File: config.mk
export PLATFORM = sky130hd
export DESIGN_NAME = vox_xpose
export DESIGN_NICKNAME = d
export VERILOG_FILES = /design/src/rtl/vbp_pkg.sv /design/src/rtl/vbp_bank.sv /design/src/rtl/vbp_fill.sv /design/src/rtl/vbp_drain.sv /design/src/rtl/vox_xpose.sv
export SDC_FILE = /design/constraint.sdc
export NUM_CORES = 1
export LEC_CHECK = 0
export BUFFER_PORTS_ARGS = -buffer_cell sky130_fd_sc_hd__buf_2
export CAP_MARGIN = 25
export CORE_ASPECT_RATIO = 1.2
export CORE_MARGIN = 2
export CORE_UTILIZATION = 52
export DETAILED_ROUTE_END_ITERATION = 7
export GPL_TIMING_DRIVEN = 1
export PLACE_DENSITY = 0.67
export SLEW_MARGIN = 10
export SYNTH_ARGS = -nofsm -noshare
export SYNTH_HDL_FRONTEND = slang
export SYNTH_HIERARCHICAL = 1
export SYNTH_SLANG_ARGS = --single-unit
File: constraint.sdc
create_clock -name clk -period 4.2 [get_ports clk]
set_input_delay 0.21 -clock clk [delete_from_list [all_inputs] [get_ports clk]]
set_output_delay 0.21 -clock clk [all_outputs]
set_load 0.01 [all_outputs]
File: src/rtl/vbp_pkg.sv
package vbp_pkg;
  localparam int unsigned DEF_LEDS  = 16;
  localparam int unsigned DEF_DEPTH = 9;
  localparam int unsigned NCOL      = 3;

  // position of colour col (0 red, 1 green, 2 blue) of LED led inside a plane word
  function automatic int unsigned plane_pos(input int unsigned led, input int unsigned col);
    return led * NCOL + (NCOL - 1 - col);
  endfunction
endpackage

File: src/rtl/vbp_bank.sv
module vbp_bank #(
  parameter int unsigned LEDS  = vbp_pkg::DEF_LEDS,
  parameter int unsigned DEPTH = vbp_pkg::DEF_DEPTH,
  localparam int unsigned IW   = $clog2(LEDS),
  localparam int unsigned PW   = $clog2(DEPTH),
  localparam int unsigned WW   = LEDS * vbp_pkg::NCOL
) (
  input  logic             clk,
  input  logic             we,
  input  logic [IW-1:0]    waddr,
  input  logic [DEPTH-1:0] wr,
  input  logic [DEPTH-1:0] wg,
  input  logic [DEPTH-1:0] wb,
  input  logic [PW-1:0]    plane,
  output logic [WW-1:0]    word
);
  logic [DEPTH-1:0] red_q [LEDS];
  logic [DEPTH-1:0] grn_q [LEDS];
  logic [DEPTH-1:0] blu_q [LEDS];

  always_ff @(posedge clk) begin
    if (we) begin
      red_q[waddr] <= wr;
      grn_q[waddr] <= wg;
      blu_q[waddr] <= wb;
    end
  end

  for (genvar k = 0; k < LEDS; k++) begin : g_led
    always_comb begin
      word[vbp_pkg::plane_pos(k, 0)] = red_q[k][plane];
      word[vbp_pkg::plane_pos(k, 1)] = grn_q[k][plane];
      word[vbp_pkg::plane_pos(k, 2)] = blu_q[k][plane];
    end
  end
endmodule

File: src/rtl/vbp_fill.sv
module vbp_fill #(
  parameter int unsigned LEDS = vbp_pkg::DEF_LEDS,
  localparam int unsigned IW  = $clog2(LEDS)
) (
  input  logic          clk,
  input  logic          rst_n,
  input  logic          in_fire,
  output logic          wsel,
  output logic [IW-1:0] widx,
  output logic          group_done
);
  localparam logic [IW-1:0] LAST_IDX = IW'(LEDS - 1);

  assign group_done = in_fire && (widx == LAST_IDX);

  always_ff @(posedge clk) begin
    if (!rst_n) begin
      widx <= '0;
      wsel <= 1'b0;
    end else if (in_fire) begin
      if (group_done) begin
        widx <= '0;
        wsel <= ~wsel;
      end else begin
        widx <= widx + 1'b1;
      end
    end
  end
endmodule

File: src/rtl/vbp_drain.sv
module vbp_drain #(
  parameter int unsigned DEPTH = vbp_pkg::DEF_DEPTH,
  localparam int unsigned PW   = $clog2(DEPTH)
) (
  input  logic          clk,
  input  logic          rst_n,
  input  logic          out_fire,
  output logic          rsel,
  output logic [PW-1:0] plane,
  output logic          is_last,
  output logic          drain_done
);
  localparam logic [PW-1:0] TOP_PLANE = PW'(DEPTH - 1);

  assign is_last    = (plane == '0);
  assign drain_done = out_fire && is_last;

  always_ff @(posedge clk) begin
    if (!rst_n) begin
      plane <= TOP_PLANE;
      rsel  <= 1'b0;
    end else if (out_fire) begin
      if (is_last) begin
        plane <= TOP_PLANE;
        rsel  <= ~rsel;
      end else begin
        plane <= plane - 1'b1;
      end
    end
  end
endmodule

File: src/rtl/vox_xpose.sv
module vox_xpose #(
  parameter int unsigned LEDS  = vbp_pkg::DEF_LEDS,
  parameter int unsigned DEPTH = vbp_pkg::DEF_DEPTH,
  localparam int unsigned IW   = $clog2(LEDS),
  localparam int unsigned PW   = $clog2(DEPTH),
  localparam int unsigned WW   = LEDS * vbp_pkg::NCOL
) (
  input  logic             clk,
  input  logic             rst_n,
  input  logic             in_valid,
  output logic             in_ready,
  input  logic [DEPTH-1:0] in_red,
  input  logic [DEPTH-1:0] in_grn,
  input  logic [DEPTH-1:0] in_blu,
  output logic             out_valid,
  input  logic             out_ready,
  output logic [WW-1:0]    out_data,
  output logic             out_last
);
  logic          wsel, rsel, group_done, drain_done, is_last;
  logic          in_fire, out_fire;
  logic [IW-1:0] widx;
  logic [PW-1:0] plane;
  logic [1:0]    full_q;
  logic [WW-1:0] bank_word [2];

  assign in_ready  = ~full_q[wsel];
  assign in_fire   = in_valid && in_ready;
  assign out_valid = full_q[rsel];
  assign out_fire  = out_valid && out_ready;
  assign out_data  = bank_word[rsel];
  assign out_last  = is_last;

  vbp_fill #(.LEDS(LEDS)) u_fill (
    .clk(clk), .rst_n(rst_n), .in_fire(in_fire),
    .wsel(wsel), .widx(widx), .group_done(group_done)
  );

  vbp_drain #(.DEPTH(DEPTH)) u_drain (
    .clk(clk), .rst_n(rst_n), .out_fire(out_fire),
    .rsel(rsel), .plane(plane), .is_last(is_last), .drain_done(drain_done)
  );

  for (genvar b = 0; b < 2; b++) begin : g_bank
    vbp_bank #(.LEDS(LEDS), .DEPTH(DEPTH)) u_bank (
      .clk(clk), .we(in_fire && (wsel == 1'(b))), .waddr(widx),
      .wr(in_red), .wg(in_grn), .wb(in_blu),
      .plane(plane), .word(bank_word[b])
    );

    always_ff @(posedge clk) begin
      if (!rst_n)
        full_q[b] <= 1'b0;
      else if (group_done && (wsel == 1'(b)))
        full_q[b] <= 1'b1;
      else if (drain_done && (rsel == 1'(b)))
        full_q[b] <= 1'b0;
    end
  end
endmodule

After elaboration in Yosys (flattened, before gate mapping)
Memories as Yosys holds them, arrays and structs flattened.
Index checks and enable logic that the tools add are counted.
{"block": "totals", "reg_bits": 12, "mem_bits_rw": 864, "in_bits": 31, "output_inout_bits": 51, "mem_count": 6}
{"name": "g_bank[0].u_bank.blu_q", "depth": 16, "width": 9, "read_ports": 16, "rd_clocked_by_memory_dff": 0, "wr": 1, "line_no": "vbp_bank.sv:19", "text": "logic [DEPTH-1:0] blu_q [LEDS];"}
{"name": "g_bank[0].u_bank.grn_q", "depth": 16, "width": 9, "read_ports": 16, "rd_clocked_by_memory_dff": 0, "wr": 1, "line_no": "vbp_bank.sv:18", "text": "logic [DEPTH-1:0] grn_q [LEDS];"}
{"name": "g_bank[0].u_bank.red_q", "depth": 16, "width": 9, "read_ports": 16, "rd_clocked_by_memory_dff": 0, "wr": 1, "line_no": "vbp_bank.sv:17", "text": "logic [DEPTH-1:0] red_q [LEDS];"}
{"name": "g_bank[1].u_bank.blu_q", "depth": 16, "width": 9, "read_ports": 16, "rd_clocked_by_memory_dff": 0, "wr": 1, "line_no": "vbp_bank.sv:19"}
{"name": "g_bank[1].u_bank.grn_q", "depth": 16, "width": 9, "read_ports": 16, "rd_clocked_by_memory_dff": 0, "wr": 1, "line_no": "vbp_bank.sv:18"}
{"name": "g_bank[1].u_bank.red_q", "depth": 16, "width": 9, "read_ports": 16, "rd_clocked_by_memory_dff": 0, "wr": 1, "line_no": "vbp_bank.sv:17"}
{"block": "classes", "addsub": 2, "order_cmp": 4, "eq_ne": 1, "muxes": 209, "bitwise": 4, "n_reduce_logical": 15}
{"operator": "binary-select mux 1 bit (select 4 bit)", "count": 96}
{"operator": "2-to-1 mux 48 bit", "count": 3}
{"operator": "2-to-1 mux 1 bit", "count": 108}
{"operator": "logical AND 1 bit", "count": 10}
{"operator": "2-to-1 mux 4 bit", "count": 2}
{"operator": "< comparator 4 x 5 -> 1 bit, second input constant", "count": 1}
{"operator": "adder 4 x 1 -> 4 bit, second input constant", "count": 1}
{"operator": "== test 4 bit, second input constant", "count": 1}
{"operator": "zero test 4 bit", "count": 1}
{"operator": "< comparator 1 x 2 -> 1 bit, second input constant", "count": 2}
{"operator": "AND reduction 2 bit", "count": 2}
{"operator": "nonzero test 2 bit", "count": 2}
{"operator": "subtractor 4 x 1 -> 4 bit, second input constant", "count": 1}
{"operator": "NOT 1 bit", "count": 3}
{"operator": "greater-or-equal comparator 2 bit, second input constant", "count": 1}
{"operator": "NOT 1 -> 2 bit", "count": 1}

Longest topological paths before layout
Gate-level depths: netlist (run 1).
{"block": "logic_depth", "depth_word": 7, "ltp_mapped": 7}

Modules after synthesis
The synthesis (run 1) kept the hierarchy.
{"mod": "vbp_bank", "instances": 2, "cells_each": 842, "area_per_inst_um2": 17235.3, "seq_area_each_um2": 12972.4}
{"mod": "vox_xpose", "instances": 1, "cells_each": 70, "area_per_inst_um2": 922.1, "seq_area_each_um2": 40.0}
{"mod": "vbp_fill", "instances": 1, "cells_each": 25, "area_per_inst_um2": 232.7, "seq_area_each_um2": 100.1}
{"mod": "vbp_drain", "instances": 1, "cells_each": 23, "area_per_inst_um2": 227.7, "seq_area_each_um2": 100.1}

Worst setup path after synthesis (run 1)
Ideal clock, no wire load.
{"block": "synth_path", "path_kind": "register to register", "start": "register u_fill.wsel", "end": "memory g_bank[0].u_bank/blu_q[0][0] (netlist name) (enable)", "setup_ns": 0.445, "arrival_time_ns": 2.966, "t_required_ns": 3.755, "setup_slack_ns": 0.789, "path_stages_with_launch": 4, "n_path_buf": 0, "synth_period_minus_slack_ns": 3.411, "path_cell_list": "dfxtp_1 -> nor3b_1 -> or3b_1 -> nor3_1"}
{"block": "synth_between", "elab_chain_cells": 7}
{"element": "start, declared", "line_no": "vbp_fill.sv:8", "text": "output logic wsel,"}
{"element": "start signal, assigned", "line_no": "vbp_fill.sv:23", "text": "wsel <= ~wsel;"}
{"element": "2-to-1 mux 1 bit (implied by the code) (2 in a row)", "line_no": "vox_xpose.sv:27", "text": "assign in_ready = ~full_q[wsel];"}
{"element": "NOT 1 bit", "line_no": "vox_xpose.sv:27"}
{"element": "logical AND 1 bit", "line_no": "vox_xpose.sv:28", "text": "assign in_fire = in_valid && in_ready;"}
{"element": "logical AND 1 bit *", "line_no": "vox_xpose.sv:46", "text": ".clk(clk), .we(in_fire && (wsel == 1'(b))), .waddr(widx),"}
{"element": "2-to-1 mux 1 bit *", "line_no": "vbp_bank.sv:22", "text": "if (we) begin"}
{"element": "2-to-1 mux 1 bit (implied by the code) *", "line_no": "vbp_bank.sv:25", "text": "blu_q[waddr] <= wb;"}
{"element": "end, declared", "line_no": "vbp_bank.sv:19"}
Mark *: on every way between the ends. The rest lies on a longest branch, timed or not. The select of a mux whose other input is x is not followed.

==> summary.md, run 1 <==
| Metric | Value |
|---|---|
| Outcome | `complete, no violations` |
| Worst IR drop on VDD | `approximately 0.39 mV` |
| Final setup fails | `0` |
| Vias in the first global route | `between 15000 and 20000` |
| Placed inst area | `between 30000 and 40000 um2` |
| Crit Path Class | `flip-flop to output port` |
| Antenna viol nets, final | `0` |
| Final-stage net count | `1960` |
| Post-DP HPWL | `approximately 46 mm` |
| Worst-Margin Slew | `around 1.1 ns` |
| Setup_tns | `0 ns` |
| Final Hold Fails | `0` |
| Mapped Area | `about 36000 um2` |
| Clock Pin Slew Worst Setup and Hold Paths | `0.07 ns` |
| Routed vias | `18050` |
| Ys flop type | `edfxtp_1` |
| Die Area | `roughly 70000 um2` |
| Final Max Slew Viols | `0` |
| Worst-path cell chain | `buf_4, mux4_2, nor2_1, o31ai_2, mux2_4, buf_2` |
| Initial core utilization | `between 50% and 60%` |
| Tcrit/Tclk final | `between 80% and 90%` |
| FMAX | `~280 MHz` |
| Crit path time final | `~3.6 ns` |
| Peak fanout along the critical path | `54` |
| Finished Cell Area | `about 40000 um2` |
| Congestion Overflow GR | `0` |
| Synthesized Nets | `between 1500 and 2000` |
| Clk sinks | `roughly 880` |
| Final core occ | `roughly three fifths` |
| Final wirelength | `86.76 mm` |
| Largest net degree at the start of global routing | `55` |
| Final worst slack | `~0.63 ns` |
| Share of layout cells above drive strength 1 | `38.15%` |
| Leakage | `around 13 nW` |
| Distinct cell type count after synthesis | `46` |
| DR pass1 iterations | `5` |
| Worst setup EP type | `output port` |
| Clock skew | `roughly 0.019 ns` |
| Synth Area per Inst | `~20 um2` |
| Req. time, crit path | `between 3 and 4 ns` |
| Area growth, synth to finish | `11.55%` |
| Max_slew headroom | `between 20% and 30%` |
| Boundary Pins | `82` |
| Setup crit start kind | `flip-flop` |
| MaxCap Viol Count | `0` |
| Worst path slowest cell | `dfxtp_4` |
| CTS Buf Count | `85` |
| Clock Latency Late Sink | `0.63 ns` |
| Synth Register Bits | `between 800 and 900` |
| PortBufs | `about 80` |
| Drt drc | `0` |
| Worst slack, placed | `1.261 ns` |
| Core area | `about 68000 um2` |
| Vias per cell | `about 6.2` |
| DIE HEIGHT | `between 200 and 300 um` |
| FILL cells | `slightly above 5000` |
| DR iter-0 viols | `approximately 1900` |
| TritonCTS clock tree | `yes` |
| CP peak stage delay | `0.96 ns` |
| Chip width | `approximately 240 um` |
| Gr usage total | `between 20 and 25%` |
| Async S/R FF share, synth | `0%` |
| Cell row count | `105` |
| Yosys Warn Count | `6` |
| Root Driver | `clkbuf_16` |
| DR WL/cell | `between 20 and 30 um` |
| Initial antenna violation count | `3` |
| GPL Wtd Cong | `0.7878` |
| # Post-CTS Setup Buffers | `0` |
| Clock Tree Buf Depth | `3` |
| Number of synthesized flops with an enable pin | `approximately 860` |
| Final worst hold slack | `0.08217 ns` |
| Gate count after technology mapping | `~1800` |
| CTS H-tree depth | `3` |
| CP arrival | `~3.4 ns` |
| P per Cell Area | `around 440 nW/um2` |
| First-pass GRT wire length | `between 100 and 150 mm` |
| Register area share after synthesis | `between 70 and 80%` |
| RSZ-0062 raised after global routing | `false` |
| HP Class | `input pin to flip-flop` |
==> power breakdown <==
group	switching (mW)	leakage, nW	internal, mW
Sequential	0.0175	7.88	9.65
Clock	3.21	1.37	4.48
Combinational	0.275	3.78	0.0448
Total	3.50	13.0	14.2
==> logic make-up (layout without fill, tap and decap cells) <==
| group | after synthesis | count (layout) | share of synthesized area (%) |
|---|---|---|---|
| AO/OA/AOI/OAI | 202 | 202 | 5.629 |
| adder cells (fa/ha/maj) | 1 | 1 | 0.03489 |
| buffers and inverters | 103 | 296 | 2.558 |
| XOR/XNOR | 3 | 3 | 0.07330 |
| multiplexers | 340 | 340 | 15.24 |
| AND/OR/NAND/NOR | 277 | 277 | 3.427 |
| flip-flops | 876 | 876 | 73.03 |
| other | 0 | 1 | 0 |
==> state kept, by name, summed over array words and instances, names as in the netlist <==
signal / count
g_bank.u_bank/grn_q: 288
u_drain/plane: 4
u_drain/rsel: 1
full_q: 2
u_fill/wsel: 1
u_fill/widx: 4
g_bank.u_bank/blu_q: 288
g_bank.u_bank/red_q: 288
==> final timing paths <==
path / cells after the start / slack [ns] / startpoint / end
max: 6 / 0.63 / u_drain/plane[1]$_SDFFE_PN0P_ / out_data[42]
min: 1 / 0.08 / in_grn[4] / g_bank[1].u_bank/grn_q[2][4]$_DFFE_PP_
min reg2reg: 2 / 0.51 / full_q[0]$_SDFFE_PN0P_ / full_q[0]$_SDFFE_PN0P_
max reg2reg: 4 / 1.69 / u_fill/wsel$_SDFFE_PN0P_ / g_bank[0].u_bank/blu_q[9][8]$_DFFE_PP_
==> synthesized netlist by cell type, types with 14 or more instances <==
cell        n  share of area (%)
edfxtp_1  864                 72
mux2_1     18               0.57
nand2_1   108                1.1
buf_4      14               0.29
mux2_2     74                2.3
mux2_4    149                6.2
nor2_1    115                1.2
o31ai_2    96                3.4
buf_2      36               0.50
o22ai_2    24               0.84
o22ai_1    72                1.3
mux4_2     96                6.0
buf_12     22                1.2
==> cell type report <==
cell class / instances / area, um2 / share of cell area, %
diodes: 1 / 2.502 / 0.006257
clock buffers: 98 / 2261 / 5.653
clock inverters: 56 / 556.8 / 1.392
inverters: 1 / 3.754 / 0.009385
multi-input cells: 823 / 8871 / 22.18
flip-flops and latches: 876 / 26200 / 65.52
well taps: 909 / 1137 / 2.844
repair buffers: 141 / 958.4 / 2.396
==> critical path: cells and delay by family, from the launching register on <==
kind                   cells  cell delay (ns)
DFF                        1             0.96
and+or+nand+nor            1             0.29
muxes                      2             0.65
AOI/OAI and AO/OA          1             0.11
buffers and inverters      2             0.68
==> per-stage QoR <==
| stage | power, mW | cells |
|---|---|---|
| 2_1_floorplan | 9.900 | 1802 |
| 3_3_place_gp | 10.16 | 2748 |
| 3_5_place_dp | 10.16 | 2748 |
| 4_1_cts | 17.79 | 2903 |
| 5_1_grt | 18.12 | 2904 |
| 6_report | 17.68 | 2905 |
==> placed cells by master (no fill, tap or decap), types with 4 or more instances in the layout <==
cell type,instances
clkinv_1,17
clkinvlp_4,7
o22ai_1,72
dfxtp_4,5
dfxtp_1,7
nand2b_1,6
mux2_1,18
buf_4,51
buf_12,8
bufinv_16,10
nand3b_1,7
edfxtp_1,864
clkbuf_16,89
clkbuf_1,9
o31ai_2,96
nor3_2,8
nand2_1,106
mux2_2,74
and2_1,4
mux4_2,96
clkinv_2,17
buf_2,81
nor2_1,91
mux2_4,149
o22ai_2,24
nor2_2,32
==> per-layer routing <==
metal | track usage (%) | vias up | share of wire [%]
li1 | - | 7503 | -
met1 | 34.79 | 9613 | 41
met2 | 40.24 | 810 | 49
met3 | 3.511 | 128 | 7.2
met4 | 7.882 | 0 | 2.4
met5 | 0 | - | 0
==> what timing repair did <==
| action | in CTS | in global routing |
|---|---|---|
| hold buffers | 1 | 0 |
| setup endpoints to repair | 0 | 0 |
| hold endpoints to repair | 11 | 0 |
| gates resized for setup | 0 | 0 |
Note: power is estimated with default switching activity, not from simulation.
==> run 2: changes to the inputs <==
==> constraint.sdc (replaced) <==
create_clock -name clk -period 4.2 [get_ports clk]
set_input_delay 0.63 -clock clk [delete_from_list [all_inputs] [get_ports clk]]
set_output_delay 0.63 -clock clk [all_outputs]
set_load 0.01 [all_outputs]
==> summary.md, run 2 (synthesis results as in run 1) <==
| Metric | Value |
|---|---|
| Outcome | `complete, no violations` |
| Chip width | `243.7 um (unchanged)` |
| Boundary Pins | `82 (unchanged)` |
| Peak fanout along the critical path | `50 (-7.4%)` |
| DR WL/cell | `30.15 um (+0.96%)` |
| Routed vias | `17960 (-0.55%)` |
| Root Driver | `clkbuf_16` |
| GR Layer Usage met3 | `3.162% (-0.35 points)` |
| DIE HEIGHT | `291.6 um (unchanged)` |
| Most common cell after layout, fill and taps aside | `edfxtp_1` |
| Clock Pin Slew Worst Setup and Hold Paths | `0.06 ns (about the same)` |
| Worst path slowest cell | `dfxtp_4` |
| Top flop regs | `g_bank.u_bank/blu_q: 288 flops, g_bank.u_bank/grn_q: 288 flops, g_bank.u_bank/red_q: 288 flops` |
| P per Cell Area | `436.5 nW/um2 (-1.2%)` |
| Busiest layer in global routing | `met2` |
| Top Family by Delay on Critical Path | `flip-flops` |
| Buf/Inv on CP | `2 (unchanged)` |
| Final worst slack | `0.3533 ns (-0.2764 ns)` |
| CTS Buf Count | `86 (+1.2%)` |
| Cell row count | `105 (unchanged)` |
| Initial antenna violation count | `5 (+2)` |
| HP Class | `input pin to flip-flop` |
| Final wirelength | `87.44 mm (+0.78%)` |
| Die Area | `71070 um2 (unchanged)` |
| Crit path time final | `3.847 ns (+0.2764 ns)` |
| PortBufs | `81 (unchanged)` |
| Worst-Margin Slew | `1.082 ns (-0.01204 ns)` |
| Final Hold Fails | `0 (unchanged)` |
| Crit Path Class | `flip-flop to output port` |
| MaxCap Viol Count | `0 (unchanged)` |
| TritonCTS clock tree | `yes` |
| Antenna viol nets, final | `0 (unchanged)` |
| Vias in the first global route | `18290 (-0.94%)` |
| Most frequent cells in the layout | `864 x edfxtp_1, 149 x mux2_4, 106 x nand2_1` |
| First-pass GRT wire length | `126.2 mm (-0.60%)` |
| Clock skew | `0.02048 ns (+0.001658 ns)` |
| Worst setup EP type | `output port` |
| Clk sinks | `876 (unchanged)` |
| Drt drc | `0 (unchanged)` |
| FILL cells | `5050 (+0.44%)` |
| Worst-path cell chain | `buf_12, mux4_2, nor2_1, o31ai_2, mux2_4, buf_2` |
| Vias per cell | `6.191 (-0.38%)` |
| Gr usage total | `24.82% (+0.10 points)` |
| Req. time, crit path | `3.57 ns (-0.42 ns)` |
| Core area | `68320 um2 (unchanged)` |
| Setup crit start kind | `flip-flop` |
| GPL Wtd Cong | `0.7662 (-2.7%)` |
| Setup_tns | `0 ns (unchanged)` |
| Area growth, synth to finish | `11.34%` |
| Worst slack, placed | `0.9720 ns (-0.2886 ns)` |
| Clock Latency Late Sink | `0.64 ns (about the same)` |
| Global routing usage on met1 | `34.39% (-0.40 points)` |
| DR iter-0 viols | `1666 (-14%)` |
| N_diodes | `0 (-1)` |
| Resized Gates After CTS | `0 (unchanged)` |
| Clock Tree Buf Depth | `3 (unchanged)` |
| Cts hold-fix bufs | `0 (-1)` |
| FMAX | `260.0 MHz (-7.2%)` |
| Met2 Resource Use GR | `41.65% (+1.4 points)` |
| Congestion Overflow GR | `0 (unchanged)` |
| Worst IR drop on VDD | `0.3055 mV (-22%)` |
| CP peak stage delay | `0.85 ns (-0.11 ns)` |
| DR pass1 iterations | `5 (unchanged)` |
| Final Max Slew Viols | `0 (unchanged)` |
| # Post-CTS Setup Buffers | `0 (unchanged)` |
| Final worst hold slack | `0.3628 ns (+0.2807 ns)` |
| RSZ-0062 raised after global routing | `false` |
| Leakage | `12.99 nW (-0.29%)` |
| CTS H-tree depth | `3 (unchanged)` |
| Final setup fails | `0 (unchanged)` |
| Largest net degree at the start of global routing | `59 (+7.3%)` |
| Final-stage net count | `1962 (+0.10%)` |
| Post-DP HPWL | `44.46 mm (-3.3%)` |
| Share of layout cells above drive strength 1 | `37.47% (-0.68 points)` |
| Initial core utilization | `52.48% (unchanged)` |
| Max_slew headroom | `27.87% (+0.80 points)` |
| Tcrit/Tclk final | `91.59% (+6.6 points)` |
| CP arrival | `3.22 ns (-0.14 ns)` |
==> run 2: changes by cell type in the layout (fill, tap and decap cells not counted), moves of 3 or more <==
cell        before  now
buf_12           8   13
buf_4           51   48
bufinv_16       10    7
clkbuf_1         9   17
clkinv_1        17   21
clkinv_2        17    9
clkinvlp_4       7    1
==> run 2: power by group <==
group          switching [mW]  leakage (nW)  total (mW)  internal [mW]
Sequential             0.0174          7.88        9.66           9.65
Clock                    3.16          1.31        7.44           4.28
Combinational           0.276          3.80       0.322         0.0462
==> run 2: routing by layer <==
| metal | share of wire, % | vias to the layer above |
|---|---|---|
| met1 | 41 | 9609 |
| met4 | 2.3 | 0 |
| met2 | 50 | 715 |
| li1 | - | 7505 |
| met5 | 0 | - |
| met3 | 6.8 | 126 |
==> run 2: layout make-up <==
type	count	area, um2	share of cell area, %
flip-flops and latches	876	26200	65.64
clock buffers	106	2291	5.739
multi-input cells	823	8871	22.22
repair buffers	142	1026	2.570
clock inverters	43	385.4	0.9654
inverters	1	3.754	0.009403
well taps	909	1137	2.849
==> run 2: final timing paths <==
path | endpoint | cells past startpoint | from | slack, ns
max | out_data[45] | 6 | u_drain/plane[0]$_SDFFE_PN0P_ | 0.35
min reg2reg | full_q[0]$_SDFFE_PN0P_ | 2 | full_q[0]$_SDFFE_PN0P_ | 0.50
max reg2reg | g_bank[0].u_bank/blu_q[9][1]$_DFFE_PP_ | 4 | u_fill/wsel$_SDFFE_PN0P_ | 1.58
min | u_drain/plane[3]$_SDFFE_PN1P_ | 2 | rst_n | 0.36
==> run 2: worst register-to-register path, stage by stage, from the launching register on <==
cell and delay (ns):
dfxtp_1 0.37, nor3b_1 0.57, nand3b_1 0.32, nor2_2 0.64
buf_4 0.39
==> run 2: metrics by stage <==
| stage | utilization (%) | cells | cell area [um2] | power (mW) |
|---|---|---|---|---|
| after global routing | 58.43 | 2900 | 39920 | 17.87 |
| after global placement | 54.46 | 2749 | 37200 | 10.16 |
| after floorplan | - | 1802 | 35850 | 9.900 |
| after CTS | 58.43 | 2900 | 39920 | 17.55 |
| after detailed placement | 54.51 | 2751 | 37240 | 10.17 |
| final | 58.43 | 2900 | 39920 | 17.43 |
